## src/rtl/brp_pkg.sv

```systemverilog
package brp_pkg;
  localparam int BYTE_W = 8;
  localparam int LANES  = 2;
  localparam int WORD_W = BYTE_W * LANES;

  typedef enum logic {
    LANE_LO = 1'b0,
    LANE_HI = 1'b1
  } lane_e;
endpackage

```

## src/rtl/brp_rst_sync.sv

```systemverilog
module brp_rst_sync (
  input  logic clk,
  input  logic rst_n,
  output logic rst_sync_n
);
  logic [1:0] stage_q;

  always_ff @(posedge clk or negedge rst_n) begin
    if (!rst_n) stage_q <= 2'b00;
    else        stage_q <= {stage_q[0], 1'b1};
  end

  assign rst_sync_n = stage_q[1];
endmodule

```

## src/rtl/brp_ptr_ctrl.sv

```systemverilog
module brp_ptr_ctrl
  import brp_pkg::*;
#(
  parameter int          ADDR_W     = 3,
  parameter int          DATA_W     = BYTE_W,
  parameter logic [ADDR_W-1:0] GROUP_ADDR = 3'b010,
  parameter logic [ADDR_W-1:0] PTR_ADDR   = 3'b001
) (
  input  logic              clk,
  input  logic              rst_n,
  input  logic [ADDR_W-1:0] addr,
  input  logic [DATA_W-1:0] wdata,
  input  logic              wr,
  input  logic              rd,
  output logic              grp_wr,
  output logic              grp_rd,
  output lane_e             lane
);
  logic [DATA_W-1:0] ptr_q, ptr_d;
  logic              ptr_en;
  logic              ptr_wr, grp_acc;

  always_comb begin
    ptr_wr  = wr && (addr == PTR_ADDR);
    grp_acc = (wr || rd) && (addr == GROUP_ADDR);
    grp_wr  = wr && (addr == GROUP_ADDR);
    grp_rd  = rd && !wr && (addr == GROUP_ADDR);
    ptr_en  = ptr_wr || grp_acc;
    ptr_d   = ptr_q;
    if (ptr_wr)       ptr_d    = wdata;
    else if (grp_acc) ptr_d[0] = ~ptr_q[0];
  end

  always_ff @(posedge clk or negedge rst_n) begin
    if (!rst_n)      ptr_q <= '0;
    else if (ptr_en) ptr_q <= ptr_d;
  end

  assign lane = lane_e'(ptr_q[0]);

  p_toggle_r3: assert property (@(posedge clk) disable iff (!rst_n)
    (grp_acc && !ptr_wr) |=> (ptr_q[0] != $past(ptr_q[0])));

  p_ptr_hold_r8: assert property (@(posedge clk) disable iff (!rst_n)
    (!wr && !rd) |=> $stable(ptr_q));
endmodule

```

## src/rtl/brp_mode_reg.sv

```systemverilog
module brp_mode_reg
  import brp_pkg::*;
#(
  parameter int DATA_W = BYTE_W,
  parameter int NLANE  = LANES
) (
  input  logic                    clk,
  input  logic                    rst_n,
  input  logic                    grp_wr,
  input  lane_e                   lane,
  input  logic [DATA_W-1:0]       wdata,
  output logic [DATA_W*NLANE-1:0] mode_q
);
  localparam int WIDTH = DATA_W * NLANE;
  logic [NLANE-1:0] lane_en;

  for (genvar g = 0; g < NLANE; g++) begin : g_lane
    always_comb lane_en[g] = grp_wr && (int'(lane) == g);

    always_ff @(posedge clk or negedge rst_n) begin
      if (!rst_n)          mode_q[g*DATA_W +: DATA_W] <= '0;
      else if (lane_en[g]) mode_q[g*DATA_W +: DATA_W] <= wdata;
    end
  end

  p_mode_hold_r8: assert property (@(posedge clk) disable iff (!rst_n)
    !grp_wr |=> $stable(mode_q));

  p_lo_only_r2: assert property (@(posedge clk) disable iff (!rst_n)
    (grp_wr && lane == LANE_LO) |=> $stable(mode_q[WIDTH-1:DATA_W]));
endmodule

```

## src/rtl/brp_status_rd.sv

```systemverilog
module brp_status_rd
  import brp_pkg::*;
#(
  parameter int DATA_W = BYTE_W
) (
  input  logic                grp_rd,
  input  lane_e               lane,
  input  logic                lock,
  input  logic [2*DATA_W-1:0] status,
  output logic [DATA_W-1:0]   rdata
);
  logic [DATA_W-1:0] sel;

  always_comb begin
    sel   = (lane == LANE_HI) ? status[2*DATA_W-1:DATA_W] : status[DATA_W-1:0];
    rdata = (grp_rd && lock) ? sel : '0;
  end
endmodule

```

## src/rtl/brp_irq_merge.sv

```systemverilog
module brp_irq_merge
  import brp_pkg::*;
#(
  parameter int DATA_W = BYTE_W,
  parameter int NLANE  = LANES
) (
  input  logic [DATA_W*NLANE-1:0] status,
  input  logic [DATA_W*NLANE-1:0] mode,
  input  logic                    lock,
  output logic [NLANE-1:0]        irq_lane,
  output logic                    irq_all
);
  for (genvar g = 0; g < NLANE; g++) begin : g_irq
    always_comb irq_lane[g] = lock &&
      |(status[g*DATA_W +: DATA_W] & mode[g*DATA_W +: DATA_W]);
  end

  always_comb irq_all = |irq_lane;
endmodule

```

## src/rtl/byte_reg_port.sv

```systemverilog
module byte_reg_port
  import brp_pkg::*;
#(
  parameter int                ADDR_W     = 3,
  parameter logic [ADDR_W-1:0] GROUP_ADDR = 3'b010,
  parameter logic [ADDR_W-1:0] PTR_ADDR   = 3'b001
) (
  input  logic              clk,
  input  logic              rst_n,
  input  logic [ADDR_W-1:0] bus_addr,
  input  logic [BYTE_W-1:0] bus_wdata,
  input  logic              bus_wr,
  input  logic              bus_rd,
  output logic [BYTE_W-1:0] bus_rdata,
  input  logic [WORD_W-1:0] status_in,
  input  logic              pll_lock,
  output logic              irq_demod,
  output logic              irq_fec,
  output logic              irq_any
);
  logic              rst_sync_n;
  logic              grp_wr, grp_rd;
  lane_e             lane;
  logic [WORD_W-1:0] mode_q;
  logic [LANES-1:0]  irq_lane;

  brp_rst_sync u_rst (.clk(clk), .rst_n(rst_n), .rst_sync_n(rst_sync_n));

  brp_ptr_ctrl #(.ADDR_W(ADDR_W), .DATA_W(BYTE_W),
                 .GROUP_ADDR(GROUP_ADDR), .PTR_ADDR(PTR_ADDR)) u_ptr (
    .clk(clk), .rst_n(rst_sync_n), .addr(bus_addr), .wdata(bus_wdata),
    .wr(bus_wr), .rd(bus_rd), .grp_wr(grp_wr), .grp_rd(grp_rd), .lane(lane));

  brp_mode_reg #(.DATA_W(BYTE_W), .NLANE(LANES)) u_mode (
    .clk(clk), .rst_n(rst_sync_n), .grp_wr(grp_wr), .lane(lane),
    .wdata(bus_wdata), .mode_q(mode_q));

  brp_status_rd #(.DATA_W(BYTE_W)) u_rd (
    .grp_rd(grp_rd), .lane(lane), .lock(pll_lock), .status(status_in),
    .rdata(bus_rdata));

  brp_irq_merge #(.DATA_W(BYTE_W), .NLANE(LANES)) u_irq (
    .status(status_in), .mode(mode_q), .lock(pll_lock),
    .irq_lane(irq_lane), .irq_all(irq_any));

  assign irq_fec   = irq_lane[0];
  assign irq_demod = irq_lane[1];

  p_irq_lock_r7: assert property (@(posedge clk) disable iff (!rst_sync_n)
    !pll_lock |-> !(irq_any || irq_fec || irq_demod));

  p_rd_lock_r6: assert property (@(posedge clk) disable iff (!rst_sync_n)
    (bus_rd && !pll_lock) |-> (bus_rdata == '0));

  p_rd_idle_r9: assert property (@(posedge clk) disable iff (!rst_sync_n)
    !bus_rd |-> (bus_rdata == '0));
endmodule

```

## config.mk

```make
export PLATFORM = sky130hd
export DESIGN_NAME = byte_reg_port
export DESIGN_NICKNAME = d
export VERILOG_FILES = /design/src/rtl/brp_pkg.sv /design/src/rtl/brp_rst_sync.sv /design/src/rtl/brp_ptr_ctrl.sv /design/src/rtl/brp_mode_reg.sv /design/src/rtl/brp_status_rd.sv /design/src/rtl/brp_irq_merge.sv /design/src/rtl/byte_reg_port.sv
export SDC_FILE = /design/constraint.sdc
export NUM_CORES = 1
export LEC_CHECK = 0
export ABC_AREA = 1
export BUFFER_PORTS_ARGS = -buffer_cell sky130_fd_sc_hd__buf_2
export CELL_PAD_IN_SITES_DETAIL_PLACEMENT = 0
export CELL_PAD_IN_SITES_GLOBAL_PLACEMENT = 2
export CORE_MARGIN = 3
export CORE_UTILIZATION = 27
export CTS_BUF_LIST = sky130_fd_sc_hd__clkbuf_8
export DETAILED_ROUTE_END_ITERATION = 10
export PLACE_DENSITY = 0.93
export SETUP_SLACK_MARGIN = 0.02
export SLEW_MARGIN = 20
export SYNTH_ARGS = -nofsm -noshare
export SYNTH_HDL_FRONTEND = slang
export SYNTH_SLANG_ARGS = --single-unit
```

## constraint.sdc

```tcl
create_clock -name clk -period 1.17 [get_ports clk]
set_input_delay 0.117 -clock clk [delete_from_list [all_inputs] [get_ports clk]]
set_output_delay 0.117 -clock clk [all_outputs]
set_load 0.005 [all_outputs]
```

; Word level (Yosys, flattened, before mapping)
; Cells that the tools add are included.
[totals]
register_bits = 19
latchBits = 0
mem_bits_rw = 0
rom_bits = 0
in_bits = 32
out_inout_bits = 11
elab_cells = 32
n_memories = 0
[classes]
addsub = 0
multipliers = 0
div_mod_pow = 0
n_lt_le_gt_ge = 0
n_eq_ne = 2
n_shift = 0
n_mux = 4
n_bitwise = 4
reduce_logical = 18
[op_table]
columns = cell, n
row1 = $and A8 B8 Y8, 2
row2 = $mux W8, 2
row3 = $reduce_or A8 Y1, 2
row4 = $logic_and A1 B1 Y1, 10
row5 = $eq A3 B1 Y1 const B, 1
row6 = $eq A3 B2 Y1 const B, 1
row7 = $logic_or A1 B1 Y1, 2
row8 = $mux W1, 2
row9 = $not A1 Y1, 2
row10 = $reduce_and A2 Y1, 1
row11 = $reduce_bool A2 Y1, 1
row12 = $reduce_or A2 Y1, 1
row13 = $logic_not A1 Y1, 1

; Logic depth before layout (Yosys ltp)
; Gate-level depths: netlist (run 1).
[depth]
ltp_word = 5
depth_mapped = 7
depth_no_buf = 7

; By module
; From an unflattened synthesis (run 1), not the netlist that was laid out.
[hier_totals]
cells_unflattened = 175
hier_area_um2 = 1158.6
[by_module_without_submodules]
columns = mod, instances, cells_per_inst, area_each_um2
row1 = brp_mode_reg, 1, 70, 663.1
row2 = brp_status_rd, 1, 44, 185.2
row3 = brp_irq_merge, 1, 35, 131.4
row4 = brp_ptr_ctrl, 1, 23, 125.1
row5 = brp_rst_sync, 1, 3, 53.8

; Worst setup path after synthesis (run 1)
; OpenSTA, ideal clock, no wires.
[synth_timing]
path_type = reg-to-reg
start = reg u_ptr.ptr_q[0]
end = reg u_mode.mode_q[0]
arrival_ns = 0.994
slack_ns = 0.058
stages_incl_launch_ff = 6
period_less_slack_ns = 1.112
path_cell_list = dfrtp_1 buf_6 inv_2 nand4_1 nand2_1 nand2_1
[synth_via]
elab_chain_cells = 2
[synth_lines]
columns = item, line
row1 = "start, declared", brp_ptr_ctrl.sv:19  ; logic [DATA_W-1:0] ptr_q, ptr_d;
row2 = "start signal, assigned", brp_ptr_ctrl.sv:36  ; else if (ptr_en) ptr_q <= ptr_d;
row3 = $not A1 Y1, brp_mode_reg.sv:18  ; always_comb lane_en[g] = grp_wr && (int'(lane) == g);
row4 = $logic_and A1 B1 Y1, brp_mode_reg.sv:18
row5 = "end signal, assigned by index", brp_mode_reg.sv:22  ; else if (lane_en[g]) mode_q[g*DATA_W +: DATA_W] <= wdata;
row6 = "end, declared", brp_mode_reg.sv:12  ; output logic [DATA_W*NLANE-1:0] mode_q
; No other way between the ends.
; A chain may end at the register's enable or synchronous reset.

; Final worst setup path (run 1)
[layout_timing]
start = reg u_ptr.ptr_q[0]
end = out bus_rdata[6]
[layout_via]
elab_chain_cells = 2
[layout_lines]
columns = item, line
row1 = $mux W8, brp_status_rd.sv:15  ; sel = (lane == LANE_HI) ? status[2*DATA_W-1:DATA_W] : status[DATA_W-1:0];
row2 = $mux W8, brp_status_rd.sv:16  ; rdata = (grp_rd && lock) ? sel : '0;
row3 = "end, declared", byte_reg_port.sv:14  ; output logic [BYTE_W-1:0] bus_rdata,
; No other way between the ends.

==> results.cfg, run 1 <==
[status]
run_status = finished, violations left
violations = negative setup slack

[critical_path]
slowest_stage = dfrtp_1
setup.worst_path.start = u_ptr.ptr_q[0]$_DFFE_PN0P_
path_class = reg2out
crit_path_end_kind = primary output
r2r_slack_ns = 0.07
cp.buffers_inverters = 2
path_cells = buf_4 > mux2i_1 > nor2_1 > buf_2
rr_startpoint = u_ptr.ptr_q[0]$_DFFE_PN0P_
max_stage_delay_ns = 0.42
path_max_fanout = 5
worstPathArrival_ns = 1.19
timing.rr.end = u_mode.mode_q[5]$_DFFE_PN0P_
crit_family = flip-flops
cp-start-kind = flop
r2r_cells = 6
worstPathRequired_ns = 1.05

[place]
post-dp-hpwl_um = 2350
globalplace.congestion = 0.791
io_buffers = 42
dp_slack_ns = 0.0761

[final_layout]
n_fill_cell = 415
drive_above_1_share_pct = 33.3
syn_to_final_growth_pct = 38.6
fin_util_pct = 40.4
fin_nets = 237
n_antenna_cell = 0

[min_path]
min_from = bus_wdata[4]
min_to = u_mode.mode_q[4]$_DFFE_PN0P_
hp-class = in2reg
holdPathStages = 3

[power_and_ir_drop]
p_total_uw = 2400
ir_drop_mv = 0.615
p_leak_uw = 0.000900
p_per_area_mw_per_mm2 = 1560

[route]
postRouteAntennaNets = 0
drt-pass1-iter-count = 4
drt_iter0_markers = 45
route.detailed.drc = 0
drt-vias-per-instance = 4.54
vias = 1144
wl_met3_um = 201
wl_per_cell_um = 12.0
routed_wl_um = 3020
highest_layer = met4
dr_wl_met2_um = 1360
m1WireLength_um = 1420

[timing]
min_period_over_period_pct = 111
clock_skew_ns = 0.000445
finalSetupViolations = 11
layout_min_cycle_time_ns = 1.30
fin_ws_ns = -0.133
fmax_mhz = 767
drv_slew = 0
hold_viol = 0
holdWs_ns = 0.124
rsz0062_at_grt = yes

[floorplanning]
rows = 22
die_area_mm2 = 0.00491
core_area_mm2 = 0.00380
die_y_um = 70.1
io_pins = 43
initial_core_util_pct = 29.2
die_w_um = 70.1

[global_route]
grt_max_degree = 18
antenna_found_initial = 0
grt_pass1_wl_um = 5000
grt_pass1_vias = 1111
grt-ovfl-total = 0
gr-usage-all-layers_pct = 12.7

[yosys]
syn-num-nets = 179
syn_avg_cell_area_um2 = 7.54
syn_area_mm2 = 0.00111
yosysWarningCount = 0
synth_cells = 147
yosysSeqAreaShare_pct = 42.9
ys_seq_elements = 19
ys_types = 14

[cts]
clock_latency_ns = 0.25
cts_sinks = 19
numCtsBuffers = 3
cts_root_buf = clkbuf_8
clockBufferDepth = 2
cts_tree = yes
h-tree-depth = 1
clkTransAtPathRegs_ns = 0.07

[flow_run]
maxCapViolations = 0
[per-stage QoR]
step                TNS (ns)  area [um2]  cells
finish                 -1.34        1540    252
global placement           0        1420    241
global route           -2.16        1540    252
CTS                    -1.43        1510    251
floorplan                  0        1110    147
detailed placement         0        1420    241
[registers in the layout (all words and copies together) (netlist names)]
| register | cells |
|---|---|
| u_ptr.ptr_q | 1 |
| u_mode.mode_q | 16 |
| u_rst.stage_q | 2 |
[how the worst max path moves through the flow]
stage	depth (start not counted)	end
3_3_place_gp	5	bus_rdata[6]
4_1_cts	4	bus_rdata[1]
5_1_grt	4	bus_rdata[6]
6_report	4	bus_rdata[6]
3_5_place_dp	5	u_mode.mode_q[8]$_DFFE_PN0P_
2_1_floorplan	5	u_mode.mode_q[0]$_DFFE_PN0P_
[report_power, final]
| part | switching [uW] | leakage [uW] | internal, uW |
|---|---|---|---|
| registers | 121 | 0.000239 | 880 |
| logic | 478 | 0.000635 | 473 |
| clock network | 217 | 0.0000269 | 233 |
| total | 816 | 0.000900 | 1590 |
[cell families after synthesis]
family | share of synthesized area (%)
simple gates | 43.0
flops | 42.9
buf+inv | 6.55
mux | 7.22
other cells | 0.338
[layout by cell type, fill, tap and decap left out]
cell / n
mux2i_1: 8
inv_2: 1
clkbuf_8: 3
buf_6: 2
nor2_1: 12
buf_2: 42
nand3_1: 3
nand4_1: 18
inv_1: 8
buf_12: 1
nor3_4: 1
nor2_2: 2
nand2_1: 66
conb_1: 1
nand2_2: 3
dlygate4sd3_1: 1
nand4_4: 1
buf_4: 12
dfrtp_1: 19
[what timing repair did]
action | CTS | global route
endpoints found under the setup margin | 11 | 22
endpoints found under the hold margin | 2 | 0
gates resized for setup | 0 | 7
hold buffers | 1 | 0
pin swaps | 8 | 2
buffers inserted | 5 | 1
[metal layers]
metal  vias to the layer above  global-route usage, %
met2                        35                   21.6
met1                       510                   16.1
met4                         0                   3.83
met3                         4                   2.30
li1                        595                      -
met5                         -                      0
[synthesized netlist by cell type, drive strengths merged]
library cell / count / area (um2)
nand3: 3 / 15.0
inv: 8 / 30.0
conb: 1 / 3.75
mux2i: 8 / 80.1
nor3: 1 / 16.3
nand2: 69 / 259
buf: 5 / 42.5
nand4: 19 / 134
dfrtp: 19 / 475
nor2: 14 / 52.6
[worst min-delay path, cell delays in order]
cell,delay [ns]
buf_2,0.11
nand4_1,0.07
nand2_1,0.04
[final cells by class]
class	count	area (um2)	area share, %
tap	48	60.1	3.91
sequential	19	475	30.9
inverter	8	30.0	1.95
multi-input combinational	115	573	37.3
timing repair buffer	58	353	23.0
clock buffer	3	41.3	2.69
clock inverter	1	3.75	0.244
Power figures use the tool's default switching activity.
==> run 2, diff against run 1 <==
--- a/config.mk
+++ b/config.mk
@@ -5,17 +5,15 @@
 export SDC_FILE = /design/constraint.sdc
 export NUM_CORES = 1
 export LEC_CHECK = 0
-export ABC_AREA = 1
 export BUFFER_PORTS_ARGS = -buffer_cell sky130_fd_sc_hd__buf_2
 export CELL_PAD_IN_SITES_DETAIL_PLACEMENT = 0
 export CELL_PAD_IN_SITES_GLOBAL_PLACEMENT = 2
 export CORE_MARGIN = 3
-export CORE_UTILIZATION = 27
+export CORE_UTILIZATION = 29
 export CTS_BUF_LIST = sky130_fd_sc_hd__clkbuf_8
 export DETAILED_ROUTE_END_ITERATION = 10
-export PLACE_DENSITY = 0.93
+export PLACE_DENSITY = 0.91
 export SETUP_SLACK_MARGIN = 0.02
-export SLEW_MARGIN = 20
 export SYNTH_ARGS = -nofsm -noshare
 export SYNTH_HDL_FRONTEND = slang
 export SYNTH_SLANG_ARGS = --single-unit
==> run 2 against run 1 <==
Compared with the run above:
- register-to-register slack got worse by 0.17 ns
- wire length decreased by 7.7%
- non-clock buffer count unchanged
- hold slack got worse by 0.0087 ns
- highest routed layer unchanged
- total power decreased by 0.27%
- the flow still finishes with violations (negative setup slack)
- die area decreased by 18%
- cell count decreased by 29%
- fmax decreased by 12%
==> results.cfg, run 2 <==
[yosys]
synth_cells = 76
synth_top_flop_cell = dfrtp_1
ys_seq_elements = 19
yosys.area.top_type = dfrtp_1
yosysSeqAreaShare_pct = 49.4
syn_avg_cell_area_um2 = 12.7
synth_edf_count = 0
synth_area_leaders = dfrtp_1, mux2_2, mux2i_1, a22oi_1, nor2_1
ys_types = 19
synthTopCellsByCount = dfrtp_1, mux2_2, a22oi_1, mux2i_1, nor2_1
yosysWarningCount = 0
syn_area_um2 = 962
synth_most_common_cell = dfrtp_1
syn-num-nets = 108
synth_top_area_share_pct = 49.4
async_reset_ff_share_pct = 100

[route]
route.detailed.drc = 0
wl_per_cell_um = 15.5
postRouteAntennaNets = 0
vias = 887
drt-vias-per-instance = 4.93
routed_wl_um = 2790
drt_iter0_markers = 61
drt-pass1-iter-count = 4

[min_path]
min_from = bus_wdata[2]
min_to = u_mode.mode_q[10]$_DFFE_PN0P_
hp-class = in2reg
holdPathStages = 2

[critical_path]
max_stage_delay_ns = 0.39
crit_family = flip-flops
rr_startpoint = u_ptr.ptr_q[0]$_DFFE_PN0P_
timing.rr.end = u_mode.mode_q[3]$_DFFE_PN0P_
worstPathRequired_ns = 1.05
cp.buffers_inverters = 1
crit_path_end_kind = primary output
worstPathArrival_ns = 1.36
path_max_fanout = 2
crit_cells = 4
r2r_cells = 4
path_cells = a22oi_2 > a41oi_2 > or2_4 > buf_6
cp-start-kind = flop
r2r_slack_ns = -0.10
slowest_stage = dfrtp_1
path_class = reg2out

[status]
run_status = finished, violations left
violations = negative setup slack

[place]
post-dp-hpwl_um = 2010
dpl.cell_count = 169
io_buffers = 42
globalplace.congestion = 0.722

[final_layout]
regMostFlops = u_mode.mode_q
syn_to_final_growth_pct = 63.8
final_common_cell = buf_2
reg_top3 = u_mode.mode_q x16, u_rst.stage_q x2, u_ptr.ptr_q x1
stdcell_count = 180
drive_above_1_share_pct = 70.6
fin_nets = 169
n_antenna_cell = 0
n_fill_cell = 277
largest_reg_flops = 16
final_cell_mix = buf_2, dfrtp_1, mux2_4, buf_4
fin_util_pct = 50.8

[floorplanning]
core_area_mm2 = 0.00310
rows = 20
die_area_mm2 = 0.00404
die_y_um = 63.6
io_pins = 43
die_w_um = 63.6
initial_core_util_pct = 31.0

[global_route]
antenna_found_initial = 0
grt_pass1_wl_um = 4440
gr-usage-all-layers_pct = 14.2
grt-ovfl-total = 0
grt_max_degree = 18
grt_pass1_vias = 922

[power_and_ir_drop]
sequentialPowerShare_pct = 42.9
p_per_area_mw_per_mm2 = 1520
ir_drop_mv = 0.567
p_total_uw = 2400
pwr-share-comb_pct = 39.3
pwr-share-clk_pct = 17.8
p_leak_uw = 0.000779
intPower_uw = 1720
switching_share_pct = 28.1
p_sw_uw = 673

[timing]
layout_min_cycle_time_ns = 1.48
finalSetupTns_ns = -2.26
holdWs_ns = 0.115
finalSetupViolations = 20
rsz0062_at_grt = yes
drv_slew = 0
min_period_over_period_pct = 126
clock_skew_ns = 0.00330
hold_viol = 0
fin_ws_ns = -0.310
fmax_mhz = 676

[cts]
clockBufferDepth = 2
numCtsBuffers = 3
cts_sinks = 19
h-tree-depth = 1
clock_latency_ns = 0.25
cts_root_buf = clkbuf_8
cts_tree = yes
clkTransAtPathRegs_ns = 0.06

[flow_run]
maxCapViolations = 0
==> run 2: cell count changes after synthesis, sizes merged, moves of 3 or more <==
cell   delta
inv       -6
a22oi     +8
nor2      -6
mux2     +16
nand4    -19
buf       -3
nand2    -69
==> run 2: worst max path at each step <==
stage,start,endpoint,slack [ns]
final,u_mode.mode_q[0]$_DFFE_PN0P_,irq_any,-0.31
after global placement,u_mode.mode_q[10]$_DFFE_PN0P_,irq_any,-0.13
after floorplan,u_ptr.ptr_q[0]$_DFFE_PN0P_,u_mode.mode_q[10]$_DFFE_PN0P_,0.03
after global routing,u_mode.mode_q[3]$_DFFE_PN0P_,irq_any,-0.36
after detailed placement,u_mode.mode_q[10]$_DFFE_PN0P_,irq_any,-0.12
after CTS,u_mode.mode_q[3]$_DFFE_PN0P_,irq_any,-0.29
==> run 2: cell families (layout without fill, tap and decap cells) <==
group           after synthesis  in the layout  share of synthesized area (%)
mux                          24             24                           27.0
flops                        19             19                           49.4
simple gates                 16             16                           11.3
other cells                   1              1                          0.390
compound gates               12             12                           9.75
buf+inv                       4             64                           2.08
==> run 2: cell type report <==
| type | count | area, um2 | share of cell area [%] |
|---|---|---|---|
| Multi-Input combinational cell | 53 | 613 | 38.9 |
| Tap cell | 44 | 55.1 | 3.49 |
| Timing Repair Buffer | 58 | 379 | 24.0 |
| Clock buffer | 3 | 41.3 | 2.62 |
| Clock inverter | 1 | 3.75 | 0.238 |
| Sequential cell | 19 | 477 | 30.2 |
| Inverter | 2 | 7.51 | 0.476 |
==> run 2: layer usage <==
metal / up-vias / track usage, % / part of all wire, %
met5: - / 0 / 0
met4: 0 / 4.85 / 1.4
met3: 4 / 4.46 / 7.5
met2: 34 / 25.8 / 50
met1: 441 / 15.3 / 41
li1: 408 / - / -
==> run 2: timing repair <==
action / CTS / global route
hold endpoints to repair: 2 / 0
pin swaps: 11 / 3
gates cloned: 1 / 0
endpoints found under the setup margin: 27 / 28
setup buffers: 4 / 1
hold buffers: 1 / 0
resized for setup: 29 / 15
==> run 2: power groups by stage <==
stage / Combinational, uW / Clock (uW) / Sequential, uW
after global placement: 567 / 0 / 972
after global routing: 1000 / 483 / 1050
final: 941 / 426 / 1030
after detailed placement: 585 / 0 / 981
after CTS: 846 / 444 / 1010
after floorplan: 374 / 0 / 943
==> run 2: stage by stage <==
step | area (um2) | worst slack [ns]
5_1_grt | 1580 | -0.357
3_3_place_gp | 1280 | -0.132
3_5_place_dp | 1280 | -0.123
4_1_cts | 1510 | -0.287
6_report | 1580 | -0.310
2_1_floorplan | 965 | 0.0325
==> run 3, diff against run 2 <==
==> constraint.sdc (replaced) <==
create_clock -name clk -period 1.6 [get_ports clk]
set_input_delay 0.16 -clock clk [delete_from_list [all_inputs] [get_ports clk]]
set_output_delay 0.16 -clock clk [all_outputs]
set_load 0.005 [all_outputs]
==> run 3 against run 2 <==
Compared with the run above:
- the flow now finishes without violations
- wire length is 17% lower
- critical path type unchanged
- clock skew is 0.0014 ns lower
- combinational power fell by 52%
- sequential power decreased by 28%
- largest cell class unchanged
- critical path depth is the same
- flip-flop and latch count unchanged
==> results.cfg, run 3 (synthesis gave the netlist of run 2 again) <==
[final_layout]
n_fill_cell = 314
fin_nets = 156
regMostFlops = u_mode.mode_q
final_common_cell = buf_2
final_cell_area_mm2 = 0.00135
final_cell_mix = buf_2, dfrtp_1, mux2_2
syn_to_final_growth_pct = 40.3
reg_top3 = u_mode.mode_q x16, u_rst.stage_q x2, u_ptr.ptr_q x1
largest_reg_flops = 16
n_antenna_cell = 0
drive_above_1_share_pct = 64.2

[timing]
max_slew_margin_pct = 56.7
rsz0062_at_grt = yes
hold_viol = 0
fmax_mhz = 644
clock_skew_ns = 0.00188
holdWs_ns = 0.153
worstMarginPinSlew_ns = 0.650
min_period_over_period_pct = 97.1
drv_slew = 0
finalSetupViolations = 0
layout_min_cycle_time_ns = 1.55

[floorplanning]
die_w_um = 63.6
io_pins = 43
die_area_mm2 = 0.00404
core_area_mm2 = 0.00310
initial_core_util_pct = 31.0
die_y_um = 63.6
rows = 20

[place]
post-dp-hpwl_um = 1930
io_buffers = 42
placement.cell_area_mm2 = 0.00122
globalplace.congestion = 0.748

[global_route]
grt_max_degree = 18
grt_pass1_vias = 798
grt-ovfl-total = 0
gr-usage-all-layers_pct = 11.9
antenna_found_initial = 0
grt_pass1_wl_um = 3720

[cts]
cts_root_buf = clkbuf_8
numCtsBuffers = 3
cts_tree = yes
cts_sinks = 19
h-tree-depth = 1
clockBufferDepth = 2
clock_latency_ns = 0.25
clkTransAtPathRegs_ns = 0.07

[route]
drt_iter0_markers = 38
wl_per_cell_um = 13.9
vias = 790
postRouteAntennaNets = 0
drt-pass1-iter-count = 4
routed_wl_um = 2330
route.detailed.drc = 0
drt-vias-per-instance = 4.73

[min_path]
hp-class = in2reg
min_from = bus_wdata[5]

[status]
run_status = complete, no violations

[critical_path]
slowest_stage = dfrtp_1
path_max_fanout = 2
worstPathRequired_ns = 1.44
path_class = reg2out
rr_startpoint = u_ptr.ptr_q[0]$_DFFE_PN0P_
max_stage_delay_ns = 0.41
crit_path_end_kind = primary output
setup.worst_path.start = u_mode.mode_q[9]$_DFFE_PN0P_
worstPathArrival_ns = 1.39
cp-start-kind = flop
path_cells = a22oi_2 > a41oi_2 > or2_4 > buf_6

[flow_run]
maxCapViolations = 0

[power_and_ir_drop]
p_leak_uw = 0.000643
p_per_area_mw_per_mm2 = 1120
ir_drop_mv = 0.254
==> run 3: cell types whose count changed in the layout (fill, tap and decap cells not counted), sizes merged <==
cell | before | now
buf | 57 | 44
clkinv | 0 | 1
inv | 3 | 2
==> run 3: worst max-delay path: cells and delay by family, from the launching register on <==
family,cells,cell delay (ns)
buffers and inverters,1,0.11
AOI/OAI and AO/OA,2,0.34
DFF,1,0.41
and+or+nand+nor,1,0.27
==> run 3: power by group <==
group / total [uW] / leakage (uW) / switching, uW / internal [uW]
registers: 738 / 0.000230 / 112 / 626
clock network: 323 / 0.0000255 / 150 / 173
logic: 447 / 0.000388 / 167 / 280
total: 1510 / 0.000643 / 429 / 1080
==> run 3: routing by layer <==
layer  track usage (%)  wire length, um  vias up
met5                 0                0        -
met1              14.5             1020      367
met3              3.39              200        5
li1                  -                -      381
met4              6.47               56        0
met2              18.9             1050       37
==> run 3: path summary, 6_finish.rpt <==
| kind | endpoint | depth (start not counted) | slack [ns] |
|---|---|---|---|
| worst max-delay path | irq_any | 4 | 0.05 |
| worst min-delay path | u_mode.mode_q[5]$_DFFE_PN0P_ | 2 | 0.15 |
| worst max register to register | u_mode.mode_q[1]$_DFFE_PN0P_ | 3 | 0.29 |
| worst min register to register | u_mode.mode_q[8]$_DFFE_PN0P_ | 0 | 0.27 |
| max in group asynchronous | u_mode.mode_q[11]$_DFFE_PN0P_ | 0 | 0.91 |
| min in group asynchronous | u_rst.stage_q[0]$_DFF_PN0_ | 2 | 0.21 |
==> run 3: final cells by class <==
| class | count | area, um2 | area share, % |
|---|---|---|---|
| Multi-Input combinational cell | 53 | 524 | 38.8 |
| Sequential cell | 19 | 475 | 35.2 |
| Timing Repair Buffer | 45 | 241 | 17.9 |
| Tap cell | 44 | 55.1 | 4.08 |
| Clock buffer | 3 | 41.3 | 3.06 |
| Inverter | 2 | 7.51 | 0.556 |
| Clock inverter | 1 | 5.00 | 0.371 |
==> run 3: through the flow <==
stage	util [%]	cells	TNS, ns	worst slack, ns	power [uW]
2_1_floorplan	-	76	0	0.427	959
3_3_place_gp	39.4	161	0	0.157	1080
3_5_place_dp	39.4	161	0	0.132	1100
4_1_cts	43.2	167	0	0.0249	1510
5_1_grt	43.5	167	-0.00148	-0.00148	1600
6_report	43.5	167	0	0.0466	1510
==> run 3: what timing repair did <==
item                                   4_1_cts  5_1_grt
setup endpoints to repair                    1        1
pin swaps                                    7        7
endpoints found under the hold margin        2        0
gates resized for setup                     10        2
hold buffers                                 1        0
setup buffers                                1        0
